<file path="src/rtl/dmag_pkg.sv">
package dmag_pkg;
  localparam int PAGE_W  = 9;
  localparam int OFS_W   = 7;
  localparam int ADDR_W  = PAGE_W + OFS_W;
  localparam int WORD_W  = 16;
  localparam int ONCHIP_LO = 4;
  localparam int ONCHIP_HI = 7;
  localparam int EXT_LO    = 8;

  typedef enum logic [1:0] {
    MODE_DIRECT   = 2'b00,
    MODE_INDIRECT = 2'b01,
    MODE_REG_DIR  = 2'b10,
    MODE_REG_IND  = 2'b11
  } addr_mode_e;

  typedef enum logic [1:0] {
    RGN_PAGE0  = 2'd0,
    RGN_RESV   = 2'd1,
    RGN_ONCHIP = 2'd2,
    RGN_EXT    = 2'd3
  } region_e;

  function automatic logic [ADDR_W-1:0] join_page(input logic [PAGE_W-1:0] pg,
                                                  input logic [OFS_W-1:0] ofs);
    return {pg, ofs};
  endfunction

  function automatic logic [ADDR_W-1:0] keep_low(input logic [ADDR_W-1:0] a);
    return {{PAGE_W{1'b0}}, a[OFS_W-1:0]};
  endfunction

  function automatic region_e region_of(input logic [PAGE_W-1:0] pg);
    if (pg == '0)                                return RGN_PAGE0;
    else if (int'(pg) >= EXT_LO)                 return RGN_EXT;
    else if (int'(pg) >= ONCHIP_LO &&
             int'(pg) <= ONCHIP_HI)              return RGN_ONCHIP;
    else                                         return RGN_RESV;
  endfunction
endpackage

</file>
<file path="src/rtl/dmag_page_reg.sv">
module dmag_page_reg
  import dmag_pkg::*;
(
  input  logic              clk,
  input  logic              rst_n,
  input  logic              legacy,
  input  logic              ld_mem,
  input  logic              ld_imm,
  input  logic [WORD_W-1:0] mem_word,
  input  logic [PAGE_W-1:0] imm_page,
  output logic [PAGE_W-1:0] page_q
);
  logic [PAGE_W-1:0] ld_src;
  logic [PAGE_W-1:0] ld_val;
  logic              ld_ev;

  assign ld_ev  = ld_mem | ld_imm;
  assign ld_src = ld_imm ? imm_page : mem_word[PAGE_W-1:0];
  assign ld_val = legacy ? {{(PAGE_W-1){1'b0}}, ld_src[0]} : ld_src;

  always_ff @(posedge clk or negedge rst_n) begin
    if (!rst_n)     page_q <= '0;
    else if (ld_ev) page_q <= ld_val;
  end

  AST_IMM_LOAD: assert property (@(posedge clk) disable iff (!rst_n)
    (ld_imm && !legacy) |=> page_q == $past(imm_page));
  AST_MEM_LOAD: assert property (@(posedge clk) disable iff (!rst_n)
    (ld_mem && !ld_imm && !legacy) |=> page_q == $past(mem_word[PAGE_W-1:0]));
  AST_PAGE_HOLD: assert property (@(posedge clk) disable iff (!rst_n)
    !ld_ev |=> $stable(page_q));
  AST_LEGACY_NARROW: assert property (@(posedge clk) disable iff (!rst_n)
    (ld_ev && legacy) |=> page_q[PAGE_W-1:1] == '0);
endmodule

</file>
<file path="src/rtl/dmag_arp_reg.sv">
module dmag_arp_reg #(
  parameter int ARP_W = 3
) (
  input  logic             clk,
  input  logic             rst_n,
  input  logic             req_valid,
  input  logic             indirect,
  input  logic             upd_en,
  input  logic [ARP_W-1:0] arp_next,
  output logic [ARP_W-1:0] arp_q
);
  logic arp_upd_ev;
  assign arp_upd_ev = req_valid & indirect & upd_en;

  always_ff @(posedge clk or negedge rst_n) begin
    if (!rst_n)          arp_q <= '0;
    else if (arp_upd_ev) arp_q <= arp_next;
  end

  AST_ARP_UPDATE: assert property (@(posedge clk) disable iff (!rst_n)
    arp_upd_ev |=> arp_q == $past(arp_next));
  AST_ARP_HOLD: assert property (@(posedge clk) disable iff (!rst_n)
    !arp_upd_ev |=> $stable(arp_q));
endmodule

</file>
<file path="src/rtl/dmag_region_dec.sv">
module dmag_region_dec
  import dmag_pkg::*;
(
  input  logic              clk,
  input  logic              rst_n,
  input  logic              valid,
  input  logic [PAGE_W-1:0] page,
  output logic              rgn_page0,
  output logic              rgn_onchip,
  output logic              rgn_external,
  output logic              rgn_reserved
);
  region_e rgn;
  assign rgn = region_of(page);

  always_comb begin
    rgn_page0    = valid && (rgn == RGN_PAGE0);
    rgn_onchip   = valid && (rgn == RGN_ONCHIP);
    rgn_external = valid && (rgn == RGN_EXT);
    rgn_reserved = valid && (rgn == RGN_RESV);
  end

  AST_RGN_ONEHOT: assert property (@(posedge clk) disable iff (!rst_n)
    valid |-> $countones({rgn_page0, rgn_onchip, rgn_external, rgn_reserved}) == 1);
  AST_RGN_IDLE: assert property (@(posedge clk) disable iff (!rst_n)
    !valid |-> {rgn_page0, rgn_onchip, rgn_external, rgn_reserved} == 4'b0000);
  AST_RGN_EXT_HIGH: assert property (@(posedge clk) disable iff (!rst_n)
    (valid && page[PAGE_W-1:3] != '0) |-> rgn_external);
endmodule

</file>
<file path="src/rtl/dmag_addr_gen.sv">
module dmag_addr_gen
  import dmag_pkg::*;
#(
  parameter int NUM_AR = 8,
  localparam int ARP_W = $clog2(NUM_AR)
) (
  input  logic                     clk,
  input  logic                     rst_n,
  input  logic                     legacy_mode,
  input  logic                     pg_ld_mem,
  input  logic                     pg_ld_imm,
  input  logic [WORD_W-1:0]        mem_word,
  input  logic [PAGE_W-1:0]        imm_page,
  input  logic                     req_valid,
  input  logic [1:0]               addr_mode,
  input  logic [OFS_W-1:0]         dir_offset,
  input  logic [NUM_AR*ADDR_W-1:0] ar_file,
  input  logic                     arp_upd_en,
  input  logic [ARP_W-1:0]         arp_next,
  output logic [ADDR_W-1:0]        addr,
  output logic                     rgn_page0,
  output logic                     rgn_onchip,
  output logic                     rgn_external,
  output logic                     rgn_reserved,
  output logic [ARP_W-1:0]         arp_o
);
  logic [PAGE_W-1:0] page_q;
  logic [PAGE_W-1:0] page_eff;
  logic [ARP_W-1:0]  arp_q;
  logic [ADDR_W-1:0] dir_addr;
  logic [ADDR_W-1:0] ind_addr;
  logic [ADDR_W-1:0] sel_addr;
  logic              mode_ind;
  logic              mode_reg;

  assign mode_ind = addr_mode[0];
  assign mode_reg = addr_mode[1];

  dmag_page_reg u_page (
    .clk      (clk),
    .rst_n    (rst_n),
    .legacy   (legacy_mode),
    .ld_mem   (pg_ld_mem),
    .ld_imm   (pg_ld_imm),
    .mem_word (mem_word),
    .imm_page (imm_page),
    .page_q   (page_q)
  );

  dmag_arp_reg #(.ARP_W(ARP_W)) u_arp (
    .clk       (clk),
    .rst_n     (rst_n),
    .req_valid (req_valid),
    .indirect  (mode_ind),
    .upd_en    (arp_upd_en),
    .arp_next  (arp_next),
    .arp_q     (arp_q)
  );

  assign page_eff = legacy_mode ? {{(PAGE_W-1){1'b0}}, page_q[0]} : page_q;
  assign dir_addr = join_page(page_eff, dir_offset);
  assign ind_addr = ar_file[arp_q*ADDR_W +: ADDR_W];
  assign sel_addr = mode_ind ? ind_addr : dir_addr;
  assign addr     = mode_reg ? keep_low(sel_addr) : sel_addr;
  assign arp_o    = arp_q;

  dmag_region_dec u_rgn (
    .clk          (clk),
    .rst_n        (rst_n),
    .valid        (req_valid),
    .page         (addr[ADDR_W-1:OFS_W]),
    .rgn_page0    (rgn_page0),
    .rgn_onchip   (rgn_onchip),
    .rgn_external (rgn_external),
    .rgn_reserved (rgn_reserved)
  );

  AST_REG_UPPER_ZERO: assert property (@(posedge clk) disable iff (!rst_n)
    (req_valid && mode_reg) |-> addr[ADDR_W-1:OFS_W] == '0);
  AST_REG_PAGE0: assert property (@(posedge clk) disable iff (!rst_n)
    (req_valid && mode_reg) |-> rgn_page0);
  AST_DIRECT_OFFSET: assert property (@(posedge clk) disable iff (!rst_n)
    (req_valid && !mode_ind) |-> addr[OFS_W-1:0] == dir_offset);
  AST_LEGACY_DIRECT: assert property (@(posedge clk) disable iff (!rst_n)
    (req_valid && legacy_mode && addr_mode == 2'b00) |-> addr[ADDR_W-1:OFS_W+1] == '0);
endmodule

</file>
<file path="config.mk">
export PLATFORM = sky130hd
export DESIGN_NAME = dmag_addr_gen
export DESIGN_NICKNAME = d
export VERILOG_FILES = /design/src/rtl/dmag_pkg.sv /design/src/rtl/dmag_page_reg.sv /design/src/rtl/dmag_arp_reg.sv /design/src/rtl/dmag_region_dec.sv /design/src/rtl/dmag_addr_gen.sv
export SDC_FILE = /design/constraint.sdc
export NUM_CORES = 1
export LEC_CHECK = 0
export ABC_AREA = 0
export BUFFER_PORTS_ARGS = -buffer_cell sky130_fd_sc_hd__buf_2
export CAP_MARGIN = 20
export CORE_ASPECT_RATIO = 0.8
export CORE_MARGIN = 1.5
export CORE_UTILIZATION = 35
export DETAILED_ROUTE_END_ITERATION = 6
export MAX_ROUTING_LAYER = met4
export PLACE_DENSITY = 0.82
export SYNTH_ARGS = -nofsm -noshare
export SYNTH_HDL_FRONTEND = slang
export SYNTH_SLANG_ARGS = --single-unit
</file>
<file path="constraint.sdc">
create_clock -name clk -period 5.4 [get_ports clk]
set_input_delay 0.81 -clock clk [delete_from_list [all_inputs] [get_ports clk]]
set_output_delay 0.81 -clock clk [all_outputs]
set_load 0.02 [all_outputs]
</file>
# Word level (Yosys, flattened, before mapping)
# Cells that the tools add are included.
# W data, S select, Z words.
[op_classes]
magnitude_cmp = 3
eq_ne = 3
shift = 1
n_mux = 8
n_bitwise = 3
reduce_logical = 7
[ops]
columns = ["operator", "n"]
rows = [
  ["$shiftx A128 B8 Y16", 1],
  ["$mux W16", 2],
  ["$mux W9", 3],
  ["$ge A9 B3 Y1 const B", 1],
  ["$ge A9 B4 Y1 const B", 1],
  ["$le A9 B3 Y1 const B", 1],
  ["$logic_not A9 Y1", 1],
  ["$mux W2", 3],
  ["$logic_and A1 B1 Y1", 5],
  ["$eq A2 B2 Y1 const B", 2],
  ["$and A1 B1 Y1", 2],
  ["$eq A2 B1 Y1 const B", 1],
  ["$logic_not A2 Y1", 1],
  ["$or A1 B1 Y1", 1],
]
[word_totals]
register_bits = 12
input_bits = 172
out_inout_bits = 23
word_cells = 27

# Logic depth before layout (Yosys ltp)
[logic_depth]
ltp_word = 10
mapped_depth = 9
ltp_nobuf = 6

# Modules after synthesis
# Synthesis repeated with hierarchy kept, for this count alone.
[hier_totals]
hier_cells = 214
hier_area_um2 = 2052.0
[by_module_without_submodules]
columns = ["mod", "n_inst", "cells_per_inst", "area_per_inst_um2", "seq_area_each_um2"]
rows = [
  ["dmag_addr_gen", 1, 151, 1332.5, 0.0],
  ["dmag_page_reg", 1, 48, 531.8, 225.2],
  ["dmag_arp_reg", 1, 7, 118.9, 75.1],
  ["dmag_region_dec", 1, 8, 68.8, 0.0],
]

# Worst setup path after synthesis
# OpenSTA, ideal clock, no wires.
[synth_timing]
path_kind = "in2out"
from = "input addr_mode[0]"
to = "output rgn_reserved"
t_arrival_ns = 2.699
required_ns = 4.590
setup_slack_ns = 1.891
cell_stages = 6
path_cell_list = "clkbuf_1 > clkbuf_1 > nor2_1 > a211oi_1 > nor2_1 > nor3_1"
[synth_via]
elab_chain_len = 9
[synth_rtl]
columns = ["element", "line", "source"]
rows = [
  ["start: declaration", "dmag_addr_gen.sv:15", "input logic [1:0] addr_mode,"],
  ["$mux W16 *", "dmag_addr_gen.sv:63", "assign sel_addr = mode_ind ? ind_addr : dir_addr;"],
  ["$mux W16 *", "dmag_addr_gen.sv:64", "assign addr = mode_reg ? keep_low(sel_addr) : sel_addr;"],
  ["via addr[7]", "dmag_addr_gen.sv:20", "output logic [ADDR_W-1:0] addr,"],
  ["$ge A9 B3 Y1 or $le A9 B3 Y1 (tied branches)", "dmag_pkg.sv:36, dmag_pkg.sv:37", ""],
  ["$logic_and A1 B1 Y1", "dmag_pkg.sv:36", "else if (int'(pg) >= ONCHIP_LO &&"],
  ["$mux W2", "dmag_pkg.sv:36", ""],
  ["$mux W2", "dmag_pkg.sv:35", "else if (int'(pg) >= EXT_LO) return RGN_EXT;"],
  ["$mux W2 *", "dmag_pkg.sv:34", "if (pg == '0) return RGN_PAGE0;"],
  ["$eq A2 B1 Y1 *", "dmag_region_dec.sv:20", "rgn_reserved = valid && (rgn == RGN_RESV);"],
  ["$logic_and A1 B1 Y1 *", "dmag_region_dec.sv:20", ""],
  ["end: declaration", "dmag_addr_gen.sv:24", "output logic rgn_reserved,"],
]
# The timed path passes the listed nets; every way through them passes the cells marked *.

# Worst setup path in the final report
[layout_timing]
from = "register u_arp.arp_q[0]"
to = "output rgn_page0"
[layout_via]
elab_chain_len = 10
[layout_rtl]
columns = ["element", "line", "source"]
rows = [
  ["start: declaration", "dmag_arp_reg.sv:10", "output logic [ARP_W-1:0] arp_q"],
  ["start signal: assignment", "dmag_arp_reg.sv:17", "else if (arp_upd_ev) arp_q <= arp_next;"],
  ["$shiftx A128 B8 Y16 *", "dmag_addr_gen.sv:62", "assign ind_addr = ar_file[arp_q*ADDR_W +: ADDR_W];"],
  ["$mux W16 *", "dmag_addr_gen.sv:63", ""],
  ["$mux W16 *", "dmag_addr_gen.sv:64", ""],
  ["$ge A9 B3 Y1 or $le A9 B3 Y1 (tied branches)", "dmag_pkg.sv:36, dmag_pkg.sv:37", ""],
  ["$logic_and A1 B1 Y1", "dmag_pkg.sv:36", ""],
  ["$mux W2", "dmag_pkg.sv:36", ""],
  ["$mux W2", "dmag_pkg.sv:35", ""],
  ["$mux W2 *", "dmag_pkg.sv:34", ""],
  ["$logic_not A2 Y1 *", "dmag_region_dec.sv:17", "rgn_page0 = valid && (rgn == RGN_PAGE0);"],
  ["$logic_and A1 B1 Y1 *", "dmag_region_dec.sv:17", ""],
  ["end: declaration", "dmag_addr_gen.sv:21", "output logic rgn_page0,"],
]
# Mark *: on every way between the ends. The rest lies on a longest branch, timed or not.

==> metrics <==
outcome complete, no violations; Setup crit end kind output port; Die Span Y 66.6 microns; fmax 259 MHz; Pleak 0.00143 uW; share of power burned in registers 23.6%; pin count of the biggest net entering global routing 32; Fin Hold WS 0.434 ns; layout cell share with drive strength beyond 1 62.3%; CP arrival 3.05 ns; crit-path leading delay family flip-flops; hold-fix buffer count after cts 0; first-pass GRT wire length 10.1 mm; Max Buffers Root-to-Sink 2; Tightest Hold Check Type in -> async; number of gates resized after cts 0; Crit. Startpoint u_arp.arp_q[0]$_DFFE_PN0P_; Final Cycle Share 71.5%; Worst Setup Path Type reg -> out; Clock Sinks 12; Clk Latency, worst-skew pair 0.23 ns; length of the first detailed-routing pass in iterations 4; Clk pwr share 16.4%; Total Wirelength 6.83 mm; DRT iter0 DRCs 94; ANT nets after route 0; Comb power frac 60.0%; area added between synthesis and finish 56.7%; cts bufs inserted 3; worst reg2reg path depth 1; final setup fails 0; Sw Ratio 38.4%; DRC Markers 0; CTS tree built; startpoint type of the worst setup path register; Net Sw Power 223 uW; Post-CTS Setup Bufs 0; chip width 82.5 microns; final core area utilization 58.6%; number of cells on the critical path 7; CTS root buffer clkbuf_8; Seq/Total Area, Yosys 17.0%; DIE AREA 5490 sq um; max-cap violations 0; Non-Filler Instances 421; VDD IR max 0.145 mV; starting density of the core 37.4%; Ys Warns 0; Nets 534; Synth async-reset ratio 100%; share of the synthesized area in the top cell type 30.6%; Synth cell types 28; Via density 5.24; capturing point of the worst reg2reg path u_arp.arp_q[0]$_DFFE_PN0P_; syn nets 355; CTS H-Tree Depth 1; CP Buf/Inv Count 1; Fin. Hold Viols 0; vias in the first global route 2167; top post-synthesis cells by area mux4_2 (31%), dfrtp_1 (17%), mux2i_1 (12%), nor2_1 (6.2%), a21oi_1 (4.5%); max_slew headroom 41.6%; FF+latch count, synth 12; Fillers 453; WL per Instance 16.2 microns; Reg2Reg Launch Point u_arp.arp_q[0]$_DFFE_PN0P_; GR Overflow Total 0; post-DP HPWL 5.78 mm; dpl cells 417; pre-CTS WS 1.76 ns; Internal 359 uW; Yosys top cell by area mux4_2; Netlist Area Pre-Place 1770 sq um; skew final 0 ns; Critical Path End rgn_page0; FF-to-FF setup slack 4.10 ns; pwr/cell area 210 nW/um^2; final max-slew violation count 0; IO buf count 187; row cnt 22; DR vias 2207; initial antenna violation count 0; Synth Area per Inst 9.67 sq um; number of flops mapped to enable cells by yosys 0; ANT cells 0; Clock Pin Slew Worst Setup and Hold Paths 0.05 ns; CP peak stage delay 0.93 ns; Core ar. 4730 sq um; critical-path cell list mux4_2 > or2_0 > a32oi_1 > and4_1 > a31oi_1 > nor4_2 > buf_2; I/O pin cnt 195; CP Max Fanout 31; Mapped Cells 183; RSZ-0062 raised after global routing no; CP required 4.59 ns; most common cell in the netlist nor2_1; Tmin final 3.86 ns; slowest CP cell dfrtp_2; GRT Total Usage 25.1%; Most used DFF post-synth dfrtp_1; worst slew pin tran 0.875 ns; global placement routability congestion 0.796; final worst setup slack 1.54 ns; Fin Setup TNS 0 ns; most common library cells after synthesis nor2_1 (29), mux4_2 (24), mux2i_1 (21)
==> metrics by stage <==
| stage | instance area [sq um] | power, uW |
|---|---|---|
| 6_report | 2770 | 582 |
| 5_1_grt | 2770 | 626 |
| 4_1_cts | 2770 | 588 |
| 3_5_place_dp | 2720 | 490 |
| 3_3_place_gp | 2720 | 482 |
| 2_1_floorplan | 1770 | 371 |
==> layout make-up <==
type / count / area [sq um] / share of cell area, %
Timing Repair Buffer: 190 / 958 / 34.6
Sequential cell: 12 / 302 / 10.9
Tap cell: 60 / 75.1 / 2.71
Multi-Input combinational cell: 155 / 1380 / 49.9
Clock buffer: 4 / 55.1 / 1.99
==> power groups by stage <==
stage,sequential [uW],combinational (uW),clock (uW)
detailed placement,140,349,0
finish,137,349,95.4
CTS,139,351,98.0
floorplan,114,257,0
global route,143,381,102
global placement,139,343,0
==> cells in the final DEF, fill, tap and decap left out <==
| master | Yosys | layout |
|---|---|---|
| a32oi_1 | 5 | 5 |
| nor4_2 | 1 | 1 |
| a21boi_0 | 1 | 1 |
| dfrtp_2 | 0 | 1 |
| mux2i_1 | 21 | 21 |
| o21ai_0 | 10 | 10 |
| or2_0 | 1 | 1 |
| o2111a_1 | 1 | 1 |
| and2_1 | 1 | 1 |
| nand2_1 | 19 | 19 |
| mux2_2 | 5 | 5 |
| mux4_1 | 2 | 2 |
| nor3_1 | 1 | 1 |
| and4_1 | 1 | 1 |
| nor2b_1 | 2 | 2 |
| nand3_1 | 3 | 3 |
| nor2_1 | 29 | 29 |
| mux4_2 | 24 | 24 |
| a21oi_1 | 16 | 16 |
| buf_4 | 2 | 3 |
| a22oi_1 | 6 | 6 |
| dfrtp_1 | 12 | 11 |
| nand2b_1 | 4 | 4 |
| a211oi_1 | 1 | 1 |
| clkbuf_8 | 0 | 4 |
| a31oi_1 | 1 | 1 |
| buf_2 | 3 | 187 |
==> how the worst min path moves through the flow <==
stage / slack [ns] / endpoint
after detailed placement: 0.48 / u_page.page_q[7]$_DFFE_PN0P_
after CTS: 0.44 / u_page.page_q[5]$_DFFE_PN0P_
after global placement: 0.47 / u_page.page_q[1]$_DFFE_PN0P_
after floorplan: 0.45 / u_page.page_q[3]$_DFFE_PN0P_
after global routing: 0.45 / u_page.page_q[2]$_DFFE_PN0P_
final: 0.43 / u_page.page_q[2]$_DFFE_PN0P_
==> registers in the layout, indices dropped and copies added (netlist names) <==
signal / count
u_page.page_q: 9
u_arp.arp_q: 3
==> logic make-up after synthesis <==
family | after synthesis | share of synthesized area (%)
buf+inv | 16 | 4.88
simple gates | 62 | 15.3
flops | 12 | 17.0
mux | 52 | 48.6
compound gates | 41 | 14.2
==> layer usage <==
layer | up-vias | part of all wire, % | track usage, %
li1 | 1070 | - | -
met1 | 1016 | 42 | 31.0
met2 | 105 | 49 | 43.5
met3 | 16 | 7.5 | 2.74
met4 | 0 | 1.7 | 7.29
met5 | - | 0 | -
No activity file was read; power rests on OpenSTA's default activity.
